[config.mk]
export PLATFORM = sky130hd
export DESIGN_NAME = smpl_wr_master
export DESIGN_NICKNAME = d
export VERILOG_FILES = /design/src/rtl/smw_pkg.sv /design/src/rtl/smw_sync.sv /design/src/rtl/smw_word_ctr.sv /design/src/rtl/smw_fsm.sv /design/src/rtl/smpl_wr_master.sv
export SDC_FILE = /design/constraint.sdc
export NUM_CORES = 1
export LEC_CHECK = 0
export CAP_MARGIN = 10
export CORE_AREA = 5 5 93 95
export CTS_CLUSTER_DIAMETER = 60
export CTS_CLUSTER_SIZE = 25
export DETAILED_ROUTE_END_ITERATION = 10
export DIE_AREA = 0 0 98 100
export HOLD_SLACK_MARGIN = 0.05
export PLACE_DENSITY = 0.85
export SLEW_MARGIN = 10
export SYNTH_ARGS = -nofsm -noshare
export SYNTH_HDL_FRONTEND = slang
export SYNTH_SLANG_ARGS = --single-unit
[constraint.sdc]
create_clock -name clk -period 3.3 [get_ports clk]
set_input_delay 0.33 -clock clk [delete_from_list [all_inputs] [get_ports clk]]
set_output_delay 0.33 -clock clk [all_outputs]
set_load 0.01 [all_outputs]
[src/rtl/smw_pkg.sv]
package smw_pkg;

    typedef enum logic [1:0] {
        ST_IDLE = 2'd0,
        ST_PEND = 2'd1,
        ST_ADV  = 2'd2
    } smw_state_e;

endpackage

[src/rtl/smw_sync.sv]
// Synchronizer chain for an asynchronous strobe, followed by rising-edge detection.
module smw_sync #(
    parameter int STAGES = 2
) (
    input  logic clk,
    input  logic rst_n,
    input  logic async_in,
    output logic rise
);
    localparam int LAST = STAGES - 1;

    logic [LAST:0] chain_q;
    logic          prev_q;

    generate
        if (STAGES == 1) begin : g_single
            always_ff @(posedge clk or negedge rst_n) begin
                if (!rst_n) chain_q <= '0;
                else        chain_q <= async_in;
            end
        end else begin : g_multi
            always_ff @(posedge clk or negedge rst_n) begin
                if (!rst_n) chain_q <= '0;
                else        chain_q <= {chain_q[LAST-1:0], async_in};
            end
        end
    endgenerate

    always_ff @(posedge clk or negedge rst_n) begin
        if (!rst_n) prev_q <= 1'b0;
        else        prev_q <= chain_q[LAST];
    end

    assign rise = chain_q[LAST] & ~prev_q;
endmodule

[src/rtl/smw_word_ctr.sv]
// Word address counter; the byte address has its two low bits tied to zero.
module smw_word_ctr #(
    parameter int ADDR_W = 32
) (
    input  logic              clk,
    input  logic              rst_n,
    input  logic              load,
    input  logic [ADDR_W-1:0] load_addr,
    input  logic              advance,
    output logic [ADDR_W-1:0] addr
);
    localparam int WORD_W = ADDR_W - 2;

    logic [WORD_W-1:0] word_q;

    always_ff @(posedge clk or negedge rst_n) begin
        if (!rst_n)       word_q <= '0;
        else if (load)    word_q <= load_addr[ADDR_W-1:2];
        else if (advance) word_q <= word_q + WORD_W'(1);
    end

    assign addr = {word_q, 2'b00};
endmodule

[src/rtl/smw_fsm.sv]
// Write sequencer: idle, pending write, address advance.
module smw_fsm
    import smw_pkg::*;
#(
    parameter int DATA_W = 32
) (
    input  logic              clk,
    input  logic              rst_n,
    input  logic              rise,
    input  logic [DATA_W-1:0] din,
    input  logic              bus_wait,
    output logic              bus_write,
    output logic [DATA_W-1:0] bus_wdata,
    output logic              overflow,
    output logic              load_ok,
    output logic              advance
);
    smw_state_e state_q, state_d;

    always_comb begin
        state_d = state_q;
        unique case (state_q)
            ST_IDLE: if (rise)      state_d = ST_PEND;
            ST_PEND: if (!bus_wait) state_d = ST_ADV;
            ST_ADV:                 state_d = ST_IDLE;
            default:                state_d = ST_IDLE;
        endcase
    end

    always_ff @(posedge clk or negedge rst_n) begin
        if (!rst_n) state_q <= ST_IDLE;
        else        state_q <= state_d;
    end

    always_ff @(posedge clk or negedge rst_n) begin
        if (!rst_n) begin
            bus_write <= 1'b0;
            bus_wdata <= '0;
            overflow  <= 1'b0;
        end else begin
            unique case (state_q)
                ST_IDLE: begin
                    if (rise) begin
                        bus_write <= 1'b1;
                        bus_wdata <= din;
                    end
                end
                ST_PEND: begin
                    if (rise)      overflow  <= 1'b1;
                    if (!bus_wait) bus_write <= 1'b0;
                end
                ST_ADV: begin
                    if (rise) overflow <= 1'b1;
                end
                default: bus_write <= 1'b0;
            endcase
        end
    end

    assign load_ok = (state_q == ST_IDLE);
    assign advance = (state_q == ST_ADV);
endmodule

[src/rtl/smpl_wr_master.sv]
module smpl_wr_master #(
    parameter int DATA_W      = 32,
    parameter int ADDR_W      = 32,
    parameter int SYNC_STAGES = 2
) (
    input  logic              clk,
    input  logic              rst_n,
    input  logic              smp_valid,
    input  logic [DATA_W-1:0] smp_data,
    input  logic              base_load,
    input  logic [ADDR_W-1:0] base_addr,
    input  logic              bus_wait,
    output logic              bus_write,
    output logic [ADDR_W-1:0] bus_addr,
    output logic [DATA_W-1:0] bus_wdata,
    output logic              overflow
);
    logic smp_rise;
    logic load_ok;
    logic advance;

    smw_sync #(.STAGES(SYNC_STAGES)) u_sync (
        .clk      (clk),
        .rst_n    (rst_n),
        .async_in (smp_valid),
        .rise     (smp_rise)
    );

    smw_fsm #(.DATA_W(DATA_W)) u_fsm (
        .clk       (clk),
        .rst_n     (rst_n),
        .rise      (smp_rise),
        .din       (smp_data),
        .bus_wait  (bus_wait),
        .bus_write (bus_write),
        .bus_wdata (bus_wdata),
        .overflow  (overflow),
        .load_ok   (load_ok),
        .advance   (advance)
    );

    smw_word_ctr #(.ADDR_W(ADDR_W)) u_ctr (
        .clk       (clk),
        .rst_n     (rst_n),
        .load      (base_load & load_ok),
        .load_addr (base_addr),
        .advance   (advance),
        .addr      (bus_addr)
    );
endmodule

---- Word level (Yosys, flattened, before mapping) ----
Cells that the tools add are included.
word-level totals
  bits in registers ....................... 69
  bits of input ports ..................... 69
  logic and storage cells ................. 31
operators by class
  add/sub/neg operators ................... 1
  equality and inequality tests ........... 4
  multiplexer cells ....................... 8
  bitwise gates (word level) .............. 4
  reductions and logical operators ........ 7
operators with widths
  kind                                                                   number
  30-bit 2-to-1 mux                                                      2
  30-bit by 1-bit adder with 30-bit output, second input constant        1
  2-bit AND reduction                                                    3
  2-bit 2-to-1 mux                                                       2
  2-bit != test, second input constant                                   2
  2-bit one-hot mux with 2 select lines                                  1
  1-bit one-hot mux with 3 select lines                                  1
  3-bit AND reduction                                                    1
  1-bit AND                                                              2
  2-bit by 1-bit equality test with 1-bit output, second input constant  1
  2-bit equality test, second input constant                             1
  2-bit logical NOT                                                      1
  1-bit 2-to-1 mux                                                       2
  1-bit inverter                                                         2
  2-bit nonzero test                                                     1
  2-bit OR reduction                                                     1

---- Logic depth before layout (Yosys ltp) ----
  word-level depth ........................ 4
  mapped depth ............................ 9

---- Cells and area by module ----
Synthesis repeated with hierarchy kept, for this count alone.
second synthesis, totals
  cell total of the unflattened synthesis .. 295
  area, all modules ....................... 3384.5 um^2
by module, submodules not included
  module          times used  cells each  area each (um^2)  seq. area each (um^2)
  smw_word_ctr    1           202         1761.7            750.7
  smw_fsm         1           88          1527.7            900.9
  smw_sync        1           4           88.8              75.1
  smpl_wr_master  1           1           6.3               0.0

---- Worst setup path before layout ----
OpenSTA, ideal clock, no wires.
  kind .................................... flip-flop to flip-flop
  start point ............................. register u_fsm.state_q[0]
  end point ............................... register u_ctr.word_q[26]
  data arrival time ....................... 2218 ps
  path slack .............................. 1000 ps
  cell stages (with the launch flop) ...... 10
  period minus slack after synthesis ...... 2300 ps
  cell sequence ........................... dfrtp_1 -> inv_1 -> ha_1 -> buf_4 -> and4_1 -> buf_4 -> or4b_1 -> buf_2 -> or4_1 -> a31oi_1
between the ends
  longest elaborated chain between the ends .. 3
RTL lines
  item                                                            RTL line              RTL
  start, declared                                                 smw_fsm.sv:18         smw_state_e state_q, state_d;
  start signal, assigned                                          smw_fsm.sv:32         else state_q <= state_d;
  2-bit logical NOT                                               smw_fsm.sv:60         assign load_ok = (state_q == ST_IDLE);
  1-bit AND                                                       smpl_wr_master.sv:45  .load (base_load & load_ok),
  30-bit 2-to-1 mux / 2-bit nonzero test (equally long branches)  n/a
  end signal, assigned                                            smw_word_ctr.sv:18    else if (load) word_q <= load_addr[ADDR_W-1:2];
  end signal, assigned                                            smw_word_ctr.sv:19    else if (advance) word_q <= word_q + WORD_W'(1);
  end, declared                                                   smw_word_ctr.sv:14    logic [WORD_W-1:0] word_q;
Parallel ways exist; a longest one is shown, timed or not.
A chain may end at the register's enable or synchronous reset.

---- Worst setup path after layout ----
  start point ............................. register u_fsm.state_q[0]
  end point ............................... register u_ctr.word_q[28]
Same word-level chain as after synthesis.

==> results.md <==
- The design draws 4.24 mW.
- The static leakage is 1.90 nW.
- After synthesis, the mean cell area works out to 10.9 um^2.
- Sorting the synthesized cells by area gives the leading types as sky130_fd_sc_hd__dfrtp_1 (54%), sky130_fd_sc_hd__mux2_2 (11%), sky130_fd_sc_hd__nand2_1 (3.5%).
- The HPWL after detailed placement is 6.42 mm.
- Across every metal layer, demand over resource in global routing totals 17.1%.
- The post-CTS setup repair buffer count is 0.
- Yosys instantiated no cell more often than sky130_fd_sc_hd__dfrtp_1.
- Row generation in the floorplan step produced 32 rows.
- The type of the worst min-delay path is reg -> reg.
- Max-cap violations in this run came to 0.
- The deepest clock path buffer count is 2.
- Global routing used 20.0% of the available met1 tracks.
- In this design, the stage delay of the slowest critical-path cell is 600 ps.
- The clock tree synthesis step divided the H-tree into 3 levels.
- The transition time at the pin with the least slew margin is 1010 ps.
- The number of iterations in the first detailed-routing pass is 4.
- The startpoint identified for the worst hold timing path is u_sync.chain_q[0].
- Setup violations remaining at the end of the flow were counted as 0.
- The final layout net count is 495.
- The shortest period the worst path allows is 2580 ps.
- For this run, the leading register cell type out of synthesis is sky130_fd_sc_hd__dfrtp_1.
- TritonCTS created 9 clock buffers.
- The total wire length is 8.45 mm.
- The start-to-end type of the worst setup path is reg -> reg.
- In the final layout, the share of cells above drive strength 1 is 12.2%.
- The signal on the critical path passes through inv_1, ha_1, and4_1, or4b_1, or4_1, a31oi_1.
- The average routed wire per standard cell is 16.0 um.
- The number of antenna diodes in the final layout is 0.
- Yosys mapped a number of flops with a built-in enable equal to 0.
- Summed over all instances, the cell type with the most area after synthesis is sky130_fd_sc_hd__dfrtp_1.
- The launching element type of the critical path is a register.
- The worst path arrival time is 2840 ps.
- The final setup slack of the worst path is 721 ps.
- The initial utilization of the core area, before any placement, comes to 42.0%.
- The commonest cells after synthesis are sky130_fd_sc_hd__dfrtp_1 (69), sky130_fd_sc_hd__mux2_2 (32), sky130_fd_sc_hd__nand2_1 (30).
- The latest clock arrival within the worst-skew pair is 340 ps.
- The width of the die is 98 um.
- The kind of end point of the critical path is a register.
- In this run the worst setup path terminates at u_ctr.word_q[28].
- The met3 global-route usage is 4.66%.
- The total placed instance area is 4570 um^2.
- The worst hold path stage count is 0.
- The power density over the cells is 879 nW/um^2.
- The most used routing layer is met2.
- The initial antenna violation count is 0.
- After synthesis, the share of flip-flops with an asynchronous set or reset is 100%.
- The number of global-route vias before repair is 2,675.
- The highest clock frequency the design can meet is 388 MHz.
- The global-route wire length before repair is 13.3 mm.
- The final global-route overflow total is 0.
- The worst-case clock skew is 12.6 ps.
- The top fanout value on the critical path is 8.
- Timing analysis after detailed placement gives a worst setup slack of 703 ps.
- The post-CTS resize count is 0.
- The post-route fraction of the period consumed by the critical path is 78.2%.
- The run finished with clean final reports.
- The number of I/O pins is 135.
- For this run, the number of Yosys warnings is 0.
- The launch point of the critical path is u_fsm.state_q[0].
- Counting cells, the worst reg-to-reg path comes to 6.
- After the first detailed-routing iteration, the DRC count stood at 150.
- In this run the biggest area consumer among cell types represents 53.8% of the synthesized area.
- In this run, synthesis produced a sequential element count of 69.
- In this run the remaining antenna-violating nets after routing total 0.
- In the routed design, unresolved DRC markers number 0.
- The final count of hold timing violations is 0.
- The congestion estimate from routability-driven global placement came to 0.806.
- The setup TNS is 0 ps.
- Dividing the detail-routed via count by the number of cells gives 5.13.
- The global routing met2 resource utilization is 29.9%.
- After routing the design area is 4820 um^2.
- The netlist uses 32 different library cells.
- The area of the die is 9800 um^2.
- In this run the cell area of the synthesized design comes to 3210 um^2.
- STA puts the critical path data required time at 3560 ps.
- The overall via count from detail_route is 2,707.
- The setup check on the worst reg-to-reg path leaves a slack of 720 ps.
- The clock net sink count is 69.
- The hold buffer count at cts is 1.
- The worst pin sits at a relative slew slack of 32.8%.
- The instance count of the mapped netlist is 294.
- Setup repair after global routing left no endpoint under its margin.
- The sequential fraction of the synthesis area is 53.8%.
- The maximum number of pins on one net before global-route repair is 35.
- The root cell of the clock tree is sky130_fd_sc_hd__clkbuf_8.
- The number of input and output port buffers inserted is 130.
- The reg-to-reg critical path startpoint is u_fsm.state_q[0].
- The height of the die is 100 um.
- The CTS tree is yes.
- The final-report max-slew violation count is 0.
- The library cell contributing the largest single delay on the critical path is sky130_fd_sc_hd__or4b_1.
- The destination of the worst register-to-register timing path is u_ctr.word_q[28].
- The area growth from synthesis to layout is 50.0%.
- The core region is 7650 um^2.
- The maximum resistive drop on vdd is 0.000388 V.
- The count of filler cells inserted in the layout is 633.
- The clock transition at the registers of the reported paths is 80 ps.
report_power, final:
part / leakage, nW / internal (mW) / total [mW] / switching, mW
clock: 0.116 / 0.468 / 0.792 / 0.323
combinational: 0.973 / 1.08 / 1.85 / 0.765
sequential: 0.807 / 1.24 / 1.60 / 0.355
total: 1.90 / 2.79 / 4.24 / 1.44
state kept, by name, indices dropped and copies added (netlist names):
name	count
u_fsm.bus_wdata	32
u_ctr.word_q	30
u_fsm.state_q	2
u_sync.chain_q	2
u_fsm.bus_write	1
u_fsm.overflow	1
u_sync.prev_q	1
per-stage QoR:
stage          hold slack (ps)  util, %  instances
2_1_floorplan             34.4        -        295
3_3_place_gp               325     59.8        511
3_5_place_dp               332     59.8        511
4_1_cts                    360     63.0        528
5_1_grt                    379     63.0        528
6_report                   358     63.0        528
worst min-delay path by stage:
| stage | slack (ps) | end |
|---|---|---|
| floorplan | 30 | u_ctr.word_q[0] |
| global placement | 320 | u_ctr.word_q[8] |
| detailed placement | 330 | u_ctr.word_q[12] |
| CTS | 360 | u_sync.chain_q[1] |
| global route | 380 | u_sync.chain_q[1] |
| finish | 360 | u_sync.chain_q[1] |
cell usage in the layout, fill, tap and decap left out, drive strengths merged, types with 10 or more instances in the layout:
cell type and instances:
a31oi 14, clkbuf 11, clkdlybuf4s50 129, dfrtp 69, inv 10, mux2 32, nand2 30, nand3 12
nor2 14, o21ai 17, o31ai 11, or4 15
routing by layer:
metal  share of wire [%]  wire length [um]
met5                   0                 0
met4                 1.7               140
met3                 6.5               547
met2                  53              4440
met1                  39              3320
cell families after synthesis:
kind of cell             count (synthesis)  synth area share (%)
AO/OA/AOI/OAI                           50                  9.58
XOR/XNOR                                13                  3.55
adder cells (fa/ha/maj)                  5                  1.95
buffers and inverters                   28                  3.78
flip-flops                              69                  53.8
multiplexers                            33                  11.5
other                                    1                 0.117
AND/OR/NAND/NOR                         95                  15.7
worst max-delay path, delay by kind of cell, from the launching register on:
kind	cells	cell delay, ps
simple gates	3	1490
flops	1	420
fa+ha+maj	1	300
compound gates	1	180
buf+inv	1	100
layout make-up:
class | count | area, um^2 | share of cell area, %
Multi-Input combinational cell | 198 | 1370 | 28.4
Tap cell | 102 | 128 | 2.65
Clock buffer | 11 | 151 | 3.14
Timing Repair Buffer | 134 | 1330 | 27.6
Clock inverter | 5 | 81.3 | 1.69
Inverter | 9 | 33.8 | 0.701
Sequential cell | 69 | 1730 | 35.8
No activity file was read; power rests on OpenSTA's default activity.
